### src/rtl/cycle_sequencer.sv
module cycle_sequencer #(
  parameter int CYC_LEN = 8,
  parameter int TPA_AT  = 1,
  parameter int TPB_AT  = 6,
  parameter int DES_W   = 4,
  parameter int FLAG_W  = 4,
  parameter int ADDR_W  = 16
) (
  input  logic                 clk,
  input  logic                 rst_n,
  input  logic                 instr_done,
  input  logic                 is_idle,
  input  logic                 load_mode,
  input  logic                 dma_in_req,
  input  logic                 dma_out_req,
  input  logic                 irq_req,
  input  logic [FLAG_W-1:0]    ext_flags,
  input  logic                 des_wr,
  input  logic [DES_W-1:0]     des_x,
  input  logic [DES_W-1:0]     des_p,
  input  logic                 des_ie,
  output logic [1:0]           state_code,
  output logic                 tpa,
  output logic                 tpb,
  output logic                 dma_to_mem,
  output logic [FLAG_W-1:0]    flags_q,
  output logic [DES_W-1:0]     x_des,
  output logic [DES_W-1:0]     p_des,
  output logic [2*DES_W-1:0]   t_save,
  output logic                 int_en,
  output logic [ADDR_W-1:0]    r0_ptr
);
  localparam int PH_W = (CYC_LEN > 1) ? $clog2(CYC_LEN) : 1;
  localparam logic [PH_W-1:0] PH_LAST = PH_W'(CYC_LEN - 1);
  localparam logic [PH_W-1:0] PH_TPA  = PH_W'(TPA_AT);
  localparam logic [PH_W-1:0] PH_TPB  = PH_W'(TPB_AT);

  typedef enum logic [1:0] {
    ST_FETCH = 2'b00,
    ST_EXEC  = 2'b01,
    ST_DMA   = 2'b10,
    ST_INTR  = 2'b11
  } state_t;

  state_t           state_q, state_d;
  logic [PH_W-1:0]  phase_q;
  logic             dir_q, dir_d;

  wire cyc_end  = (phase_q == PH_LAST);
  wire dma_any  = dma_in_req | dma_out_req;
  wire irq_ok   = irq_req & int_en;
  wire boundary = instr_done | is_idle;
  wire idle_ld  = (state_q == ST_EXEC) & is_idle & load_mode;

  assign state_code = state_q;
  assign tpa        = (phase_q == PH_TPA) & ~idle_ld;
  assign tpb        = (phase_q == PH_TPB);
  assign dma_to_mem = dir_q;

  always_comb begin
    state_d = state_q;
    dir_d   = dir_q;
    unique case (state_q)
      ST_FETCH: state_d = ST_EXEC;
      ST_EXEC: begin
        if (boundary && dma_any) begin
          state_d = ST_DMA;
          dir_d   = dma_in_req;
        end else if (boundary && irq_ok) begin
          state_d = ST_INTR;
        end else if (instr_done && !is_idle) begin
          state_d = ST_FETCH;
        end else begin
          state_d = ST_EXEC;
        end
      end
      ST_DMA: begin
        if (dma_any) begin
          state_d = ST_DMA;
          dir_d   = dma_in_req;
        end else begin
          state_d = ST_FETCH;
        end
      end
      ST_INTR: state_d = ST_FETCH;
      default: state_d = ST_FETCH;
    endcase
  end

  always_ff @(posedge clk or negedge rst_n) begin
    if (!rst_n) begin
      phase_q <= '0;
      state_q <= ST_FETCH;
      dir_q   <= 1'b0;
    end else begin
      phase_q <= cyc_end ? '0 : phase_q + PH_W'(1);
      if (cyc_end) begin
        state_q <= state_d;
        dir_q   <= dir_d;
      end
    end
  end

  always_ff @(posedge clk or negedge rst_n) begin
    if (!rst_n) flags_q <= '0;
    else if (cyc_end && state_d == ST_EXEC) flags_q <= ext_flags;
  end

  always_ff @(posedge clk or negedge rst_n) begin
    if (!rst_n) r0_ptr <= '0;
    else if (cyc_end && state_q == ST_DMA) r0_ptr <= r0_ptr + ADDR_W'(1);
  end

  always_ff @(posedge clk or negedge rst_n) begin
    if (!rst_n) begin
      x_des  <= '0;
      p_des  <= '0;
      t_save <= '0;
      int_en <= 1'b1;
    end else if (cyc_end && state_q == ST_INTR) begin
      t_save <= {x_des, p_des};
      x_des  <= DES_W'(2);
      p_des  <= DES_W'(1);
      int_en <= 1'b0;
    end else if (cyc_end && state_q == ST_EXEC && des_wr) begin
      x_des  <= des_x;
      p_des  <= des_p;
      int_en <= des_ie;
    end
  end


  state_hold_chk: assert property (@(posedge clk) disable iff (!rst_n)
    !$stable(state_code) |-> $past(phase_q) == PH_LAST);

  pulse_excl_chk: assert property (@(posedge clk) disable iff (!rst_n)
    !(tpa && tpb));

  fetch_exec_chk: assert property (@(posedge clk) disable iff (!rst_n)
    (state_code == 2'b00 && cyc_end) |=> state_code == 2'b01);

  dmain_first_chk: assert property (@(posedge clk) disable iff (!rst_n)
    (state_code == 2'b01 && cyc_end && boundary && dma_in_req) |=> (state_code == 2'b10 && dma_to_mem));

  r0_step_chk: assert property (@(posedge clk) disable iff (!rst_n)
    (state_code == 2'b10 && cyc_end) |=> r0_ptr == $past(r0_ptr) + ADDR_W'(1));

  intr_entry_chk: assert property (@(posedge clk) disable iff (!rst_n)
    (state_code == 2'b11 && cyc_end) |=> (state_code == 2'b00 && x_des == DES_W'(2) && p_des == DES_W'(1) && !int_en));

  intr_gate_chk: assert property (@(posedge clk) disable iff (!rst_n)
    $rose(state_code == 2'b11) |-> $past(int_en));

  flag_hold_chk: assert property (@(posedge clk) disable iff (!rst_n)
    !$stable(flags_q) |-> state_code == 2'b01 && phase_q == '0);

  idle_tpa_chk: assert property (@(posedge clk) disable iff (!rst_n)
    (state_code == 2'b01 && is_idle && load_mode) |-> !tpa);
endmodule

### config.mk
export PLATFORM = sky130hd
export DESIGN_NAME = cycle_sequencer
export DESIGN_NICKNAME = d
export VERILOG_FILES = /design/src/rtl/cycle_sequencer.sv
export SDC_FILE = /design/constraint.sdc
export NUM_CORES = 1
export LEC_CHECK = 0
export BUFFER_PORTS_ARGS = -buffer_cell sky130_fd_sc_hd__clkbuf_2
export CORE_UTILIZATION = 40
export DETAILED_ROUTE_END_ITERATION = 10
export PLACE_DENSITY = 0.65
export SLEW_MARGIN = 20
export SYNTH_ARGS = -nofsm -noshare
export SYNTH_HDL_FRONTEND = slang
export SYNTH_SLANG_ARGS = --single-unit
### constraint.sdc
create_clock -name clk -period 2.6 [get_ports clk]
set_clock_uncertainty 0.1 [all_clocks]
set_input_delay 0.78 -clock clk [delete_from_list [all_inputs] [get_ports clk]]
set_output_delay 0.78 -clock clk [all_outputs]
set_load 0.02 [all_outputs]
== After elaboration in Yosys (flattened, before gate mapping) ==
Index checks and enable logic that the tools add are counted.

* Word-level logic and storage cells: 55
* Register bits after elaboration: 43
* Output and inout bits: 42

* Add/sub/neg operators: 2
* Reduce and logical (&&, ||, !) cells: 13
* Muxes and demuxes: 15
* Bitwise logic cells: 7
* Eq/ne operators: 9

{| class="wikitable"
|+ Operators with widths
! operator !! number
|-
| $add 16x1->16 const B || 1
|-
| $mux 4 || 4
|-
| $logic_and 1x1->1 || 8
|-
| $pmux 2 s4 || 1
|-
| $eq 3x3->1 const B || 2
|-
| $mux 2 || 3
|-
| $mux 1 || 5
|-
| $and 1x1->1 || 4
|-
| $eq 2x1->1 const B || 2
|-
| $eq 2x2->1 const B || 2
|-
| $ne 2x2->1 const B || 2
|-
| $reduce_and 4->1 || 1
|-
| $reduce_bool 2->1 || 2
|-
| $add 3x1->3 const B || 1
|-
| $eq 3x1->1 const B || 1
|-
| $mux 3 || 1
|-
| $logic_not 2->1 || 1
|-
| $or 1x1->1 || 2
|-
| $pmux 1 s2 || 1
|-
| $logic_not 1->1 || 1
|-
| $not 1->1 || 1
|}

== Logic depth before layout (Yosys ltp) ==
Gate-level depths: netlist of the first run.

* Word-level depth: 8
* Gate-level depth with buffers: 7
* Gate-level depth less buffers: 6

== Least setup slack after synthesis of the first run ==
OpenSTA, ideal clock, no wires.

* Path kind: in2out
* From: input is_idle
* To: output tpa
* Slack: 501 ps
* Buffers on the path: 0
* Arrival: 1,219 ps
* Stages on the path: 1
* Cell sequence: a41oi_1

* Longest elaborated chain between the ends: 4

{| class="wikitable"
|+ RTL lines
! item !! RTL line !! source
|-
| start, declared || 12 || <nowiki>input logic is_idle,</nowiki>
|-
| $and 1x1->1 (2 in a row) || 53 || <nowiki>wire idle_ld = (state_q == ST_EXEC) & is_idle & load_mode;</nowiki>
|-
| $not 1->1 || 56 || <nowiki>assign tpa = (phase_q == PH_TPA) & ~idle_ld;</nowiki>
|-
| $and 1x1->1 || 56 ||
|-
| end, declared || 23 || <nowiki>output logic tpa,</nowiki>
|}

No other way between the ends.

== Worst setup path after layout of the first run ==
* From: register state_q[1], in the netlist state_code[1]
* To: output tpa

* Longest elaborated chain between the ends: 5

{| class="wikitable"
|+ RTL lines
! item !! RTL line !! source
|-
| start, declared || 45 || <nowiki>state_t state_q, state_d;</nowiki>
|-
| start signal, assigned || 98 || <nowiki>state_q <= state_d;</nowiki>
|-
| $eq 2x1->1 || 53 ||
|-
| $and 1x1->1 (2 in a row) || 53 ||
|-
| $not 1->1 || 56 ||
|-
| $and 1x1->1 || 56 ||
|}

No other way between the ends.

==> metrics.cfg, run 1 <==
[cts]
cts_setup_buffers = 0
cts_tree = done
cts_buffer_depth = 2
clk_pin_slew_ns = 0.08
ctsHoldBuffers = 0
cts.sinks = 43
insertion_delay_ns = 0.29
cts_made_buffers = 5
ctsRootBufferMaster = clkbuf_8
htreeDepth = 2
cts_resized = 0

[yosys]
syn-num-nets = 200
synth_cell_types = 40
yosys_warnings = 0
synth_compound_area_frac = 0.0851
syn_area_mm2 = 0.00203
synth-seq-area-share = 0.531
ys_top_cells_by_count = 42 x dfrtp_1, 13 x nand2_1, 11 x o21ai_0
synthTopCellsByArea = dfrtp_1 52%, mux2_2 5.0%, xnor2_1 3.9%
yosys.area.top_type_share = 0.518
syn_inst = 173
synth_edf_count = 0
yosys.area_share.adder = 0.0308
synth_simple_gate_area_share = 0.188
synth_ff_type = dfrtp_1
syn_area_per_cell_um2 = 11.7
synth-seq-cells = 43
synthXorXnorAreaFrac = 0.0648
synth-async-reset-ratio = 1.00
synth_top_family_by_area = simple AND/OR/NAND/NOR gates
synth_top_cell_by_area = dfrtp_1
synth.area.mux_share = 0.0740
synth.most_common_cell = dfrtp_1

[route]
drc = 0
wl_um = 3810
num_vias = 1513
routedWlPerCell_um = 12.3
avgViaCountPerCell = 4.88
firstDrtPassIters = 4
ant_nets = 0
drt_iter0_drc = 65

[grt]
grt.total_usage = 0.159
grt_pass1_wl_um = 6400
overflow = 0
antenna_found_initial = 0
grt_max_degree = 26
grt_pass1_vias = 1334

[critical_path]
cpMaxStageDelayCell = dfrtp_1
path_buf_inv = 2
critical_path.max_fanout = 9
r2r_cells = 6
cp_slowest_stage_delay_ns = 0.54
critical_path_class = reg -> out
worstSetupEndpointType = primary output
critPathLaunchType = flip-flop
crit_arrival_ns = 1.39
crit_chain = inv_1 -> a41oi_1 -> clkbuf_2
cp.depth = 3
crit_family = flip-flops
cp.required_ns = 1.72

[run_status]
status = completed

[min_path]
min_path_type = reg -> reg
min_path_cells = 1

[sta]
worst_slew_pin_slew_ns = 0.616
slew_headroom = 0.589
fin_crit_ns = 2.27
rsz0062_at_grt = false
finalSetupTns_ns = 0
setup_violations = 0
worst_slack_ns = 0.328
period_share = 0.874
hold_viol = 0
fmax_ghz = 0.440
finalMaxSlewViolations = 0

[floorplanning]
fp.dieW_um = 73.2
initial_utilization = 0.424
num_rows = 25
core_area_mm2 = 0.00479
die_area_mm2 = 0.00536
die_h_um = 73.2
io_pins = 64

[power_and_ir_drop]
cellPowerDensity_mw_per_mm2 = 780
total_leakage_power_nw = 1.29
ir_drop_mv = 0.458

[placed_design]
dp_hpwl_um = 2900
place_ws_ns = 0.433
gp_congestion = 0.759
portBuffers = 63

[finish]
syn2layout_area_growth_pct = 23.7
final_nets = 269
drive_gt1_frac = 0.387
diodes = 0

[job]
maxCapViolations = 0

-- state kept, by name, summed over array words and instances, names as in the netlist --
name and count:
r0_ptr 16, t_save 8, flags_q 4, p_des 4, x_des 4, phase_q 3, state_code 2, dma_to_mem 1
int_en 1
-- routing by layer --
metal	up-vias	track usage	share of wire
li1	741	-	-
met1	727	0.218	0.47
met2	41	0.225	0.46
met4	0	0.0588	0.011
met3	4	0.0622	0.065
met5	-	0	0
-- kinds of logic after synthesis --
| logic type | count (synthesis) |
|---|---|
| compound gates | 28 |
| flops | 43 |
| simple gates | 58 |
| mux | 13 |
| xor+xnor | 15 |
| fa+ha+maj | 5 |
| buf+inv | 11 |
-- placed cells by master, fill, tap and decap left out, drive strengths merged, types with 3 or more instances in the layout --
cell type / netlist / final
clkbuf: 1 / 70
nand4: 5 / 5
a31oi: 3 / 3
a21oi: 6 / 6
ha: 5 / 5
o21ai: 11 / 11
xnor2: 9 / 9
nor2: 9 / 9
xor2: 6 / 6
nor3: 3 / 3
nor2b: 7 / 7
dfrtp: 42 / 42
and2: 3 / 3
nand3: 6 / 6
buf: 4 / 4
inv: 6 / 6
and3: 3 / 3
nand2: 13 / 13
mux2: 13 / 13
-- report_power, final --
group / total, W / switching [W] / internal (W)
logic: 0.000604 / 0.000357 / 0.000248
registers: 0.000955 / 0.000138 / 0.000817
clock network: 0.000397 / 0.000209 / 0.000188
total: 0.00196 / 0.000704 / 0.00125
-- final cells by class --
class	count	area, µm²
Clock buffer	7	76.3
Clock inverter	1	5.00
Fill cell	453	2280
Inverter	6	22.5
Multi-Input combinational cell	119	898
Sequential cell	43	1080
Tap cell	67	83.8
Timing Repair Buffer	67	345
-- path summary, 6_finish.rpt --
kind / from / endpoint / slack, ns
worst min-delay path: r0_ptr[15] / r0_ptr[15] / 0.37
worst max-delay path: state_code[1] / tpa / 0.33
max in group asynchronous: rst_n / t_save[1] / 1.42
worst max register to register: phase_q[0] / flags_q[3] / 0.48
min in group asynchronous: rst_n / r0_ptr[4] / 0.39
worst min register to register: r0_ptr[15] / r0_ptr[15] / 0.37
-- metrics by stage --
stage | cell area (µm²) | utilization | hold WS, ns | total power [W] | std cells
after floorplan | 2030 | - | 0.350 | 0.00135 | 173
after global placement | 2430 | 0.507 | 0.364 | 0.00157 | 302
after detailed placement | 2430 | 0.507 | 0.365 | 0.00158 | 302
after CTS | 2510 | 0.524 | 0.378 | 0.00199 | 310
after global routing | 2510 | 0.524 | 0.383 | 0.00210 | 310
final | 2510 | 0.524 | 0.371 | 0.00196 | 310
(Power assumes the default switching activity.)
==> run 2, diff against run 1 <==
clock period = 2.15 ns   (was 2.6 ns; I/O delays follow)
==> run 2 against run 1 <==
  * Register-to-register slack worse by 0.35 ns
  * Sequential share of layout area decreased by 0.42 points
  * Sequential power up 20%
==> metrics.cfg, run 2 (synthesis gave the netlist of run 1 again) <==
[run_status]
status = completed

[critical_path]
worstSetupEndpointType = primary output
crit_arrival_ns = 1.32
critical_path_class = reg -> out
cp.required_ns = 1.40
critical_path.max_fanout = 3
critPathLaunchType = flip-flop

[floorplanning]
core_area_mm2 = 0.00479
num_rows = 25
die_area_mm2 = 0.00536
initial_utilization = 0.424
io_pins = 64
die_h_um = 73.2
fp.dieW_um = 73.2

[power_and_ir_drop]
ir_drop_mv = 0.580
cellPowerDensity_mw_per_mm2 = 943
total_leakage_power_nw = 1.31

[route]
drt_iter0_drc = 58
avgViaCountPerCell = 4.93
ant_nets = 0
drc = 0
wl_um = 4030
routedWlPerCell_um = 12.9
num_vias = 1532
firstDrtPassIters = 6

[job]
maxCapViolations = 0

[sta]
finalMaxSlewViolations = 0
whs_ns = 0.195
fmax_ghz = 0.484
fin_crit_ns = 2.07
worst_slew_pin_slew_ns = 0.472
hold_viol = 0
rsz0062_at_grt = false
slew_headroom = 0.686
period_share = 0.961
setup_violations = 0
finalSetupTns_ns = 0

[cts]
ctsHoldBuffers = 0
cts_buffer_depth = 2
cts_tree = done
cts.sinks = 43
cts_made_buffers = 5
insertion_delay_ns = 0.29
clk_pin_slew_ns = 0.08
ctsRootBufferMaster = clkbuf_8
htreeDepth = 2

[finish]
reg_top3 = r0_ptr x16, t_save x8
final_common_cell = clkbuf_2
final_cell_mix = 63 x clkbuf_2, 42 x dfrtp_1, 13 x nand2_1, 11 x o21ai_0
largest_register = r0_ptr
largest_reg_flops = 16
syn2layout_area_growth_pct = 24.9
final_nets = 270
drive_gt1_frac = 0.402
diodes = 0

[min_path]
min_path_type = in -> async

[grt]
antenna_found_initial = 0
overflow = 0
grt.total_usage = 0.161
grt_max_degree = 27
grt_pass1_vias = 1363
grt_pass1_wl_um = 6430

[placed_design]
gp_congestion = 0.729
portBuffers = 63
dp_hpwl_um = 3120

-- run 2: changes by cell type in the layout (fill, tap and decap cells not counted), sizes merged --
| cell | previous run | this run |
|---|---|---|
| clkbuf | 70 | 68 |
| clkinv | 1 | 3 |
| buf | 4 | 5 |
-- run 2: final cells by class --
class                   count  area (µm²)
clock buffers               5        68.8
clock inverters             3        15.0
fillers                   459        2250
inverters                   6        22.5
multi-input cells         119         901
flip-flops and latches     43        1080
well taps                  67        83.8
repair buffers             68         365
-- run 2: layer usage --
metal	wire, µm	track usage	vias up
li1	-	-	745
met2	1920	0.251	48
met3	187	0.0414	5
met4	42	0.0523	0
met5	0	0	-
met1	1870	0.219	734
-- run 2: repair_timing --
action / in CTS / in global routing
setup endpoints to repair: 0 / 4
gates resized for setup: 0 / 1
setup buffers: 0 / 0
hold endpoints to repair: 0 / 0
-- run 2: per-stage QoR --
stage | worst slack, ns | util | instances | total power [W] | cell area, µm²
global route | 0.00444 | 0.529 | 311 | 0.00254 | 2530
CTS | 0.0736 | 0.529 | 311 | 0.00242 | 2530
finish | 0.0839 | 0.529 | 311 | 0.00239 | 2530
floorplan | 0.249 | - | 173 | 0.00163 | 2030
detailed placement | 0.0852 | 0.511 | 303 | 0.00193 | 2450
global placement | 0.137 | 0.511 | 303 | 0.00191 | 2450
-- run 2: worst paths after layout --
path,cells past startpoint,slack [ns],from,end
max,5,0.08,phase_q[1],tpa
min,1,0.20,rst_n,r0_ptr[4]
max reg2reg,6,0.13,phase_q[0],flags_q[3]
min reg2reg,1,0.38,r0_ptr[15],r0_ptr[15]
max in group asynchronous,2,1.17,rst_n,int_en
min in group clk,1,0.38,r0_ptr[15],r0_ptr[15]
-- run 2: critical path, cell delays in order (launching register included) --
cell	delay, ns
dfrtp_1	0.41
inv_1	0.07
ha_1	0.13
nand2b_1	0.08
a41oi_1	0.16
clkbuf_2	0.19
-- run 2: where the power goes --
part	leakage (nW)	internal [W]	total [W]	switching, W
Combinational	0.725	0.000304	0.000753	0.000449
Clock	0.0477	0.000222	0.000486	0.000264
Sequential	0.534	0.000989	0.00115	0.000161
